===== src/rtl/tmw_pkg.sv =====
package tmw_pkg;
  localparam int OPT_W   = 8;
  localparam int PRE_W   = 8;
  localparam int RATIO_W = 3;
  localparam logic [OPT_W-1:0] OPT_RESET = 8'hFF;

  typedef struct packed {
    logic               pullup_off;
    logic               irq_rise;
    logic               src_pin;
    logic               pin_fall;
    logic               pre_to_wdg;
    logic [RATIO_W-1:0] ratio;
  } opt_t;

  // low-order ones below the ratio position: PS=0 -> 0, PS=3 -> 0000_0111
  function automatic logic [PRE_W-1:0] ratio_mask(input logic [RATIO_W-1:0] r);
    logic [PRE_W-1:0] m;
    for (int i = 0; i < PRE_W; i++) m[i] = (i < int'(r));
    return m;
  endfunction
endpackage


===== src/rtl/tmw_phase.sv =====
module tmw_phase #(
  parameter int PHASES = 4
) (
  input  logic clk,
  input  logic rst,
  output logic cyc_stb,
  output logic smp_stb
);
  localparam int PW = (PHASES > 2) ? $clog2(PHASES) : 1;

  logic [PW-1:0] ph_q;

  assign cyc_stb = (ph_q == PW'(PHASES - 1));
  assign smp_stb = (ph_q == '0) || (ph_q == PW'(PHASES / 2));

  always_ff @(posedge clk) begin
    if (rst)          ph_q <= '0;
    else if (cyc_stb) ph_q <= '0;
    else              ph_q <= ph_q + 1'b1;
  end
endmodule


===== src/rtl/tmw_pin_edge.sv =====
module tmw_pin_edge (
  input  logic clk,
  input  logic rst,
  input  logic pin,
  input  logic fall,
  output logic lvl,
  output logic evt
);
  logic s1_q, s2_q, prev_q;

  assign lvl = s2_q ^ fall;
  assign evt = lvl & ~prev_q;

  always_ff @(posedge clk) begin
    if (rst) begin
      s1_q   <= 1'b0;
      s2_q   <= 1'b0;
      prev_q <= 1'b1;
    end else begin
      s1_q   <= pin;
      s2_q   <= s1_q;
      prev_q <= lvl;
    end
  end
endmodule


===== src/rtl/tmw_prescaler.sv =====
module tmw_prescaler
  import tmw_pkg::*;
(
  input  logic               clk,
  input  logic               rst,
  input  logic               clr,
  input  logic               adv,
  input  logic [RATIO_W-1:0] ratio,
  output logic               tap,
  output logic               at_mask
);
  logic [PRE_W-1:0] cnt_q;
  logic [PRE_W-1:0] msk;

  assign msk     = ratio_mask(ratio);
  assign tap     = cnt_q[ratio];
  assign at_mask = ((cnt_q & msk) == msk);

  always_ff @(posedge clk) begin
    if (rst)      cnt_q <= '0;
    else if (clr) cnt_q <= '0;
    else if (adv) cnt_q <= cnt_q + 1'b1;
  end
endmodule


===== src/rtl/tmw_timer.sv =====
module tmw_timer #(
  parameter int TW          = 8,
  parameter int HOLD_CYCLES = 2
) (
  input  logic          clk,
  input  logic          rst,
  input  logic          cyc_stb,
  input  logic          smp_stb,
  input  logic          use_sampler,
  input  logic          sample_lvl,
  input  logic          freeze,
  input  logic          wr_en,
  input  logic [TW-1:0] wr_data,
  input  logic          ovf_clr,
  output logic [TW-1:0] cnt_q,
  output logic          ovf_q
);
  localparam int HW = $clog2(HOLD_CYCLES + 1);

  logic [HW-1:0] hold_q;
  logic          smp_q;
  logic          inc_raw;
  logic          inc;

  assign inc_raw = use_sampler ? (smp_stb & sample_lvl & ~smp_q) : cyc_stb;
  assign inc     = inc_raw & (hold_q == '0) & ~freeze & ~wr_en;

  always_ff @(posedge clk) begin
    if (rst) begin
      hold_q <= '0;
      smp_q  <= 1'b1;
      cnt_q  <= '0;
      ovf_q  <= 1'b0;
    end else begin
      if (smp_stb) smp_q <= sample_lvl;

      if (wr_en)                          hold_q <= HW'(HOLD_CYCLES);
      else if (cyc_stb && hold_q != '0)   hold_q <= hold_q - 1'b1;

      if (wr_en)    cnt_q <= wr_data;
      else if (inc) cnt_q <= cnt_q + 1'b1;

      if (inc && (&cnt_q)) ovf_q <= 1'b1;
      else if (ovf_clr)    ovf_q <= 1'b0;
    end
  end
endmodule


===== src/rtl/tmw_watchdog.sv =====
module tmw_watchdog #(
  parameter int TERM = 16
) (
  input  logic clk,
  input  logic rst,
  input  logic enable,
  input  logic step,
  input  logic kick,
  output logic expire,
  output logic rst_req_q,
  output logic ok_q
);
  localparam int WW = (TERM > 2) ? $clog2(TERM) : 1;

  logic [WW-1:0] cnt_q;

  assign expire = enable & step & ~kick & (cnt_q == WW'(TERM - 1));

  always_ff @(posedge clk) begin
    if (rst) begin
      cnt_q     <= '0;
      ok_q      <= 1'b1;
      rst_req_q <= 1'b0;
    end else begin
      rst_req_q <= expire;
      if (kick) begin
        cnt_q <= '0;
        ok_q  <= 1'b1;
      end else if (expire) begin
        cnt_q <= '0;
        ok_q  <= 1'b0;
      end else if (enable && step) begin
        cnt_q <= cnt_q + 1'b1;
      end
    end
  end
endmodule


===== src/rtl/tmr_wdt_unit.sv =====
module tmr_wdt_unit
  import tmw_pkg::*;
#(
  parameter int TW       = 8,
  parameter int PHASES   = 4,
  parameter int WDG_TERM = 16
) (
  input  logic             clk,
  input  logic             rst,
  input  logic             wdg_enable,
  input  logic             opt_wr_en,
  input  logic [OPT_W-1:0] opt_wr_data,
  input  logic             tmr_wr_en,
  input  logic [TW-1:0]    tmr_wr_data,
  input  logic             ovf_clr,
  input  logic             ext_pin,
  input  logic             wdg_tick,
  input  logic             wdg_clear,
  input  logic             sleep_entry,
  input  logic             sleep_active,
  output logic [OPT_W-1:0] opt_q,
  output logic [TW-1:0]    tmr_q,
  output logic             ovf_flag,
  output logic             wdg_reset,
  output logic             no_timeout
);
  opt_t opt_r;
  logic cyc_stb, smp_stb;
  logic pin_lvl, pin_evt;
  logic pre_tap, pre_at_mask, pre_clr, pre_adv;
  logic kick, expire, wdg_step;
  logic use_sampler, sample_lvl;

  always_ff @(posedge clk) begin
    if (rst)            opt_r <= opt_t'(OPT_RESET);
    else if (opt_wr_en) opt_r <= opt_t'(opt_wr_data);
  end
  assign opt_q = opt_r;

  tmw_phase #(.PHASES(PHASES)) phase_i (
    .clk(clk), .rst(rst), .cyc_stb(cyc_stb), .smp_stb(smp_stb)
  );

  tmw_pin_edge pin_i (
    .clk(clk), .rst(rst), .pin(ext_pin), .fall(opt_r.pin_fall),
    .lvl(pin_lvl), .evt(pin_evt)
  );

  assign kick    = wdg_clear | sleep_entry;
  assign pre_adv = opt_r.pre_to_wdg ? wdg_tick
                 : (~sleep_active & (opt_r.src_pin ? pin_evt : cyc_stb));
  assign pre_clr = opt_r.pre_to_wdg ? (kick | expire) : tmr_wr_en;

  tmw_prescaler pre_i (
    .clk(clk), .rst(rst), .clr(pre_clr), .adv(pre_adv), .ratio(opt_r.ratio),
    .tap(pre_tap), .at_mask(pre_at_mask)
  );

  assign use_sampler = ~opt_r.pre_to_wdg | opt_r.src_pin;
  assign sample_lvl  = opt_r.pre_to_wdg ? pin_lvl : pre_tap;

  tmw_timer #(.TW(TW), .HOLD_CYCLES(2)) tmr_i (
    .clk(clk), .rst(rst), .cyc_stb(cyc_stb), .smp_stb(smp_stb),
    .use_sampler(use_sampler), .sample_lvl(sample_lvl), .freeze(sleep_active),
    .wr_en(tmr_wr_en), .wr_data(tmr_wr_data), .ovf_clr(ovf_clr),
    .cnt_q(tmr_q), .ovf_q(ovf_flag)
  );

  assign wdg_step = wdg_tick & (opt_r.pre_to_wdg ? pre_at_mask : 1'b1);

  tmw_watchdog #(.TERM(WDG_TERM)) wdg_i (
    .clk(clk), .rst(rst), .enable(wdg_enable), .step(wdg_step), .kick(kick),
    .expire(expire), .rst_req_q(wdg_reset), .ok_q(no_timeout)
  );
endmodule


===== config.mk =====
export PLATFORM = sky130hd
export DESIGN_NAME = tmr_wdt_unit
export DESIGN_NICKNAME = d
export VERILOG_FILES = /design/src/rtl/tmw_pkg.sv /design/src/rtl/tmw_phase.sv /design/src/rtl/tmw_pin_edge.sv /design/src/rtl/tmw_prescaler.sv /design/src/rtl/tmw_timer.sv /design/src/rtl/tmw_watchdog.sv /design/src/rtl/tmr_wdt_unit.sv
export SDC_FILE = /design/constraint.sdc
export NUM_CORES = 1
export LEC_CHECK = 0
export BUFFER_PORTS_ARGS = -buffer_cell sky130_fd_sc_hd__buf_4
export CAP_MARGIN = 10
export CORE_ASPECT_RATIO = 0.9
export CORE_MARGIN = 2
export CORE_UTILIZATION = 50
export CTS_BUF_LIST = sky130_fd_sc_hd__clkbuf_4
export DETAILED_ROUTE_END_ITERATION = 8
export PLACE_DENSITY = 0.88
export SLEW_MARGIN = 20
export SYNTH_ARGS = -nofsm -noshare
export SYNTH_HDL_FRONTEND = slang
export SYNTH_SLANG_ARGS = --single-unit
export TNS_END_PERCENT = 5

===== constraint.sdc =====
create_clock -name clk -period 1.75 [get_ports clk]
set_input_delay 0.35 -clock clk [delete_from_list [all_inputs] [get_ports clk]]
set_output_delay 0.35 -clock clk [all_outputs]
set_load 0.005 [all_outputs]

# Yosys cells after proc, flatten, opt, wreduce, memory -nomap -nowiden
# Index checks and enable logic that the tools add are counted.
# totals
ff_bits	39
input_bits	27
output_inout_bits	19
word_cells	88
# classes
addsub	5
n_lt_le_gt_ge	8
n_eq_ne	4
mux	14
bitwise_logic	22
reduce_logical	16
# op_table
cell	count
$add A8 B1 Y8 const B	2
$mux W8	2
$and A1 B1 Y1	11
$lt A3 B3 Y1 const A	3
$mux W1	9
$and A8 B7 Y8	1
$eq A8 B7 Y1	1
$reduce_and A8 Y1	1
$reduce_bool A2 Y1	4
$reduce_or A2 Y1	4
$lt A1 B3 Y1 const A	2
$lt A2 B3 Y1 const A	2
$not A1 Y1	6
$add A4 B1 Y4 const B	1
$eq A2 B2 Y1 const B	2
$eq A4 B4 Y1 const B	1
$logic_not A2 Y1	2
$lt A3 B4 Y1 const B	1
$mux W2	2
$bmux W1 S3	1
$logic_and A1 B1 Y1	3
$or A1 B1 Y1	3
$reduce_or A3 Y1	1
$add A2 B1 Y2 const B	1
other kinds (3)	3

# Longest topological paths before layout
# logic_depth
ltp_word	11
ltp_mapped	9
ltp_nobuf	8

# By module
# Synthesis repeated with hierarchy kept, for this count alone.
# hier_totals
cells_unflattened	203
hier_area_um2	1971.9
# modules_own_cells
module	n_inst	cells_per_inst	area_each_um2	seq_area_each_um2
tmw_timer	1	71	679.4	240.2
tmw_prescaler	1	49	454.2	160.2
tmr_wdt_unit	1	37	372.9	160.2
tmw_watchdog	1	27	256.5	120.1
tmw_phase	1	10	113.9	40.0
tmw_pin_edge	1	9	95.1	60.1

# Least setup slack after synthesis
# No wires, ideal clock.
# synth_path
path_type	register to register
start	register opt_r (netlist bit opt_q[0])
end	register tmr_i.cnt_q[6]
setup_ns	0.121
arrival_time_ns	1.774
required_time_ns	1.629
path_slack_ns	-0.145
path_stages_with_launch	8
path_buffers	1
period_less_slack_ns	1.895
cell_sequence	dfxtp_1 mux4_1 o22a_1 o2111a_1 buf_6 and4_4 xnor2_1 a21oi_1
# synth_via
elab_chain_len	10
# synth_lines
item	line_no	rtl
start, declared	tmr_wdt_unit.sv:27	opt_t opt_r;
start signal, assigned	tmr_wdt_unit.sv:35	if (rst) opt_r <= opt_t'(OPT_RESET);
start signal, assigned	tmr_wdt_unit.sv:36	else if (opt_wr_en) opt_r <= opt_t'(opt_wr_data);
$bmux W1 S3	tmw_prescaler.sv:16	assign tap = cnt_q[ratio];
$mux W1 (not written as such)	tmw_prescaler.sv:16	
$mux W1	tmr_wdt_unit.sv:60	assign sample_lvl = opt_r.pre_to_wdg ? pin_lvl : pre_tap;
$and A1 B1 Y1 (2 in series)	tmw_timer.sv:25	assign inc_raw = use_sampler ? (smp_stb & sample_lvl & ~smp_q) : cyc_stb;
$mux W1	tmw_timer.sv:25	
$and A1 B1 Y1 (3 in series)	tmw_timer.sv:26	assign inc = inc_raw & (hold_q == '0) & ~freeze & ~wr_en;
$reduce_bool A2 Y1 (no source line)	n/a	
end signal, assigned	tmw_timer.sv:40	if (wr_en) cnt_q <= wr_data;
end signal, assigned	tmw_timer.sv:41	else if (inc) cnt_q <= cnt_q + 1'b1;
end, declared	tmw_timer.sv:15	output logic [TW-1:0] cnt_q,
# No other way between the ends. The select of a mux whose other input is x is not followed.
# A chain may end at the register's enable or synchronous reset.

# Worst setup path in the final report
# Ends and elaborated chain as after synthesis.

==> results.toml <==
[die]
core_um2 = 3680
num_rows = 21
die_x_um = 69.1
start_util = 0.519
die_area_um2 = 4330
ios = 46
die_h_um = 62.6

[drt]
firstDrtPassIters = 4
via_count = 1814
drt_wl_total_um = 4570
drc = 0
via_per_inst = 5.45
routedWlPerCell_um = 13.7
ant_nets = 0
drtIter0Drc = 100

[layout]
nNetsFinal = 320
n_antenna_cell = 0
utilization = 0.706
drive_gt1_frac = 0.348
syn2layout_area_growth_pct = 36.0
final_area_um2 = 2600

[worst_setup_path]
crit_chain = "mux4_2 -> o22a_1 -> o2111a_2 -> and4_4 -> xnor2_2 -> a21oi_1"
cp_max_fo = 5
cp_data_required_time_ps = 1990
critPathLaunchType = "register"
crit_arrival_ps = 2060
cpMaxStageDelayCell = "mux4_2"
max_stage_delay_ps = 500
end_kind = "register"
path_class = "reg -> reg"

[logic_synthesis]
syn-num-nets = 247
async_reset_ff_frac = 0
synth_cell_types = 44
ys_warn_count = 0
synth_area_um2 = 1910
synth_area_leaders = "dfxtp_1 41%, mux2i_1 5.2%, ha_1 4.6%"
netlist_instances = 213
yosysSeqAreaShare = 0.409
synth_seq_cells = 39
synth_ff_type = "dfxtp_1"
synth_edf_count = 0
synth_top_cell_by_area = "dfxtp_1"
synth_top_area_frac = 0.409
avgSynthCellArea_um2 = 8.96

[cts]
h-tree-depth = 2
clk_pin_slew_ps = 110
clkSinkCount = 39
cts_buffers = 5
clockBufferDepth = 2
cts_tree = "built"
worst_skew_pair.late_latency_ps = 350
cts_root_buffer = "clkbuf_4"

[timing]
rsz0062_at_grt = "true"
finalMaxSlewViolations = 0
finalHoldViolations = 0
max_freq_mhz = 550
setup_viol = 6
layout_min_cycle_time_ps = 1820
fin_ws_ps = -66.8
fin_worst_skew_ps = 10.4
final.period_utilization = 1.04
relSlewSlack = 0.750
tightest_slew_ps = 375

[place]
hpwl_um = 3340
port_buffers = 45
placedInstanceArea_um2 = 2460
gp_congestion = 0.933

[run_status]
run_status = "finished, violations left"
failed_checks = "setup timing"

[grt]
antenna_found_initial = 0
gr-total-overflow = 0
grt_pass1_vias = 1760
grt_pass1_wl_um = 7690
grt_max_degree = 17
grt_use_total = 0.222

[power_and_ir_drop]
powerDensity_nw_per_um2 = 679
vdd_drop_max_v = 0.000609
p_leak_nw = 1.13
power_w = 0.00176

[run]
drv_cap = 0

[hold_path]
hp-class = "in -> reg"
==> metrics by stage <==
step | TNS, ps | hold WS [ps] | instances | worst slack (ps)
detailed placement | -1410 | 430 | 322 | -204
floorplan | -83.1 | 414 | 213 | -62.7
global route | -1920 | 193 | 333 | -129
finish | -173 | 210 | 333 | -66.8
CTS | -339 | 201 | 333 | -81.2
global placement | -588 | 434 | 322 | -131
==> power breakdown <==
part / internal (W) / leakage (nW) / total (W) / switching, W
combinational: 0.000183 / 0.776 / 0.000330 / 0.000148
clock: 0.000188 / 0.0361 / 0.000466 / 0.000279
sequential: 0.000928 / 0.320 / 0.000966 / 0.0000376
==> cells in the mapped netlist, types with 2 or more instances <==
cell type / number
nand2_1: 22
o21a_1: 2
dfxtp_1: 39
nor3_1: 4
a21oi_1: 12
nor2_1: 20
nor2b_1: 3
nand2b_1: 4
o21ai_0: 10
a31oi_1: 2
inv_1: 12
clkbuf_1: 4
and3_1: 5
o31ai_1: 3
xnor2_1: 6
mux2i_1: 10
ha_1: 7
or4_1: 3
nand4_1: 4
o211ai_1: 2
xor2_1: 9
nand3_1: 7
a21boi_0: 2
==> worst paths after layout <==
| kind | cells past startpoint | slack (ps) | startpoint | end |
|---|---|---|---|---|
| hold / removal | 2 | 210 | ext_pin | pin_i.s1_q$_SDFF_PP0_ |
| setup / recovery | 6 | -70 | opt_q[0]$_SDFFE_PP1P_ | tmr_i.cnt_q[6]$_SDFFE_PP0P_ |
| setup reg to reg | 6 | -70 | opt_q[0]$_SDFFE_PP1P_ | tmr_i.cnt_q[6]$_SDFFE_PP0P_ |
| hold reg to reg | 1 | 450 | pin_i.s1_q$_SDFF_PP0_ | pin_i.s2_q$_SDFF_PP0_ |
==> state kept, by name, indices dropped and copies added (netlist names) <==
signal,cells
opt_q,8
phase_i.ph_q,2
pin_i.prev_q,1
pin_i.s1_q,1
pin_i.s2_q,1
pre_i.cnt_q,8
tmr_i.cnt_q,8
tmr_i.hold_q,2
tmr_i.ovf_q,1
tmr_i.smp_q,1
wdg_i.cnt_q,4
wdg_i.ok_q,1
wdg_i.rst_req_q,1
==> worst max-delay path: cells and delay by family (launching register included) <==
kind,cells,cell delay (ps)
compound gates,3,520
simple gates,1,200
flops,1,380
mux,1,500
xor+xnor,1,120
==> cells by family (layout without fill, tap and decap cells) <==
family,Yosys count,after routing,synth area share
AOI/OAI and AO/OA,42,43,0.149
xor gates and xnor gates,15,15,0.0688
adders and majority gates,7,7,0.0459
buffers and inverters,20,93,0.0478
DFF,39,39,0.409
muxes,12,12,0.0780
and+or+nand+nor,78,78,0.202
==> cell type report <==
cell class | count | area, um2
Multi-Input combinational cell | 155 | 1100
Fill cell | 265 | 1080
Sequential cell | 39 | 786
Timing Repair Buffer | 73 | 548
Tap cell | 46 | 57.6
Clock buffer | 7 | 52.6
Inverter | 12 | 45.0
Clock inverter | 1 | 5.00
==> per-layer routing <==
metal,track usage,vias to the layer above,share of wire,routed length [um]
met5,0,-,0,0
met4,0.118,0,0.029,131
met3,0.0710,14,0.063,290
met2,0.355,67,0.47,2160
met1,0.267,836,0.44,1990
li1,-,897,-,-
==> cells in the final DEF, fill, tap and decap left out, drive strengths merged, types with 7 or more instances in the layout <==
cell,count
mux2i,10
clkbuf,7
buf,73
o21ai,10
nand3,7
xor2,9
a21oi,12
dfxtp,39
nand2,22
nor2,20
ha,7
inv,12
==> what timing repair did <==
item	in CTS	in global routing
gates cloned	1	0
resized for setup	7	8
hold buffers	0	0
pin swaps	7	7
setup endpoints to repair	16	23
setup buffers	2	0
Power figures use the tool's default switching activity.
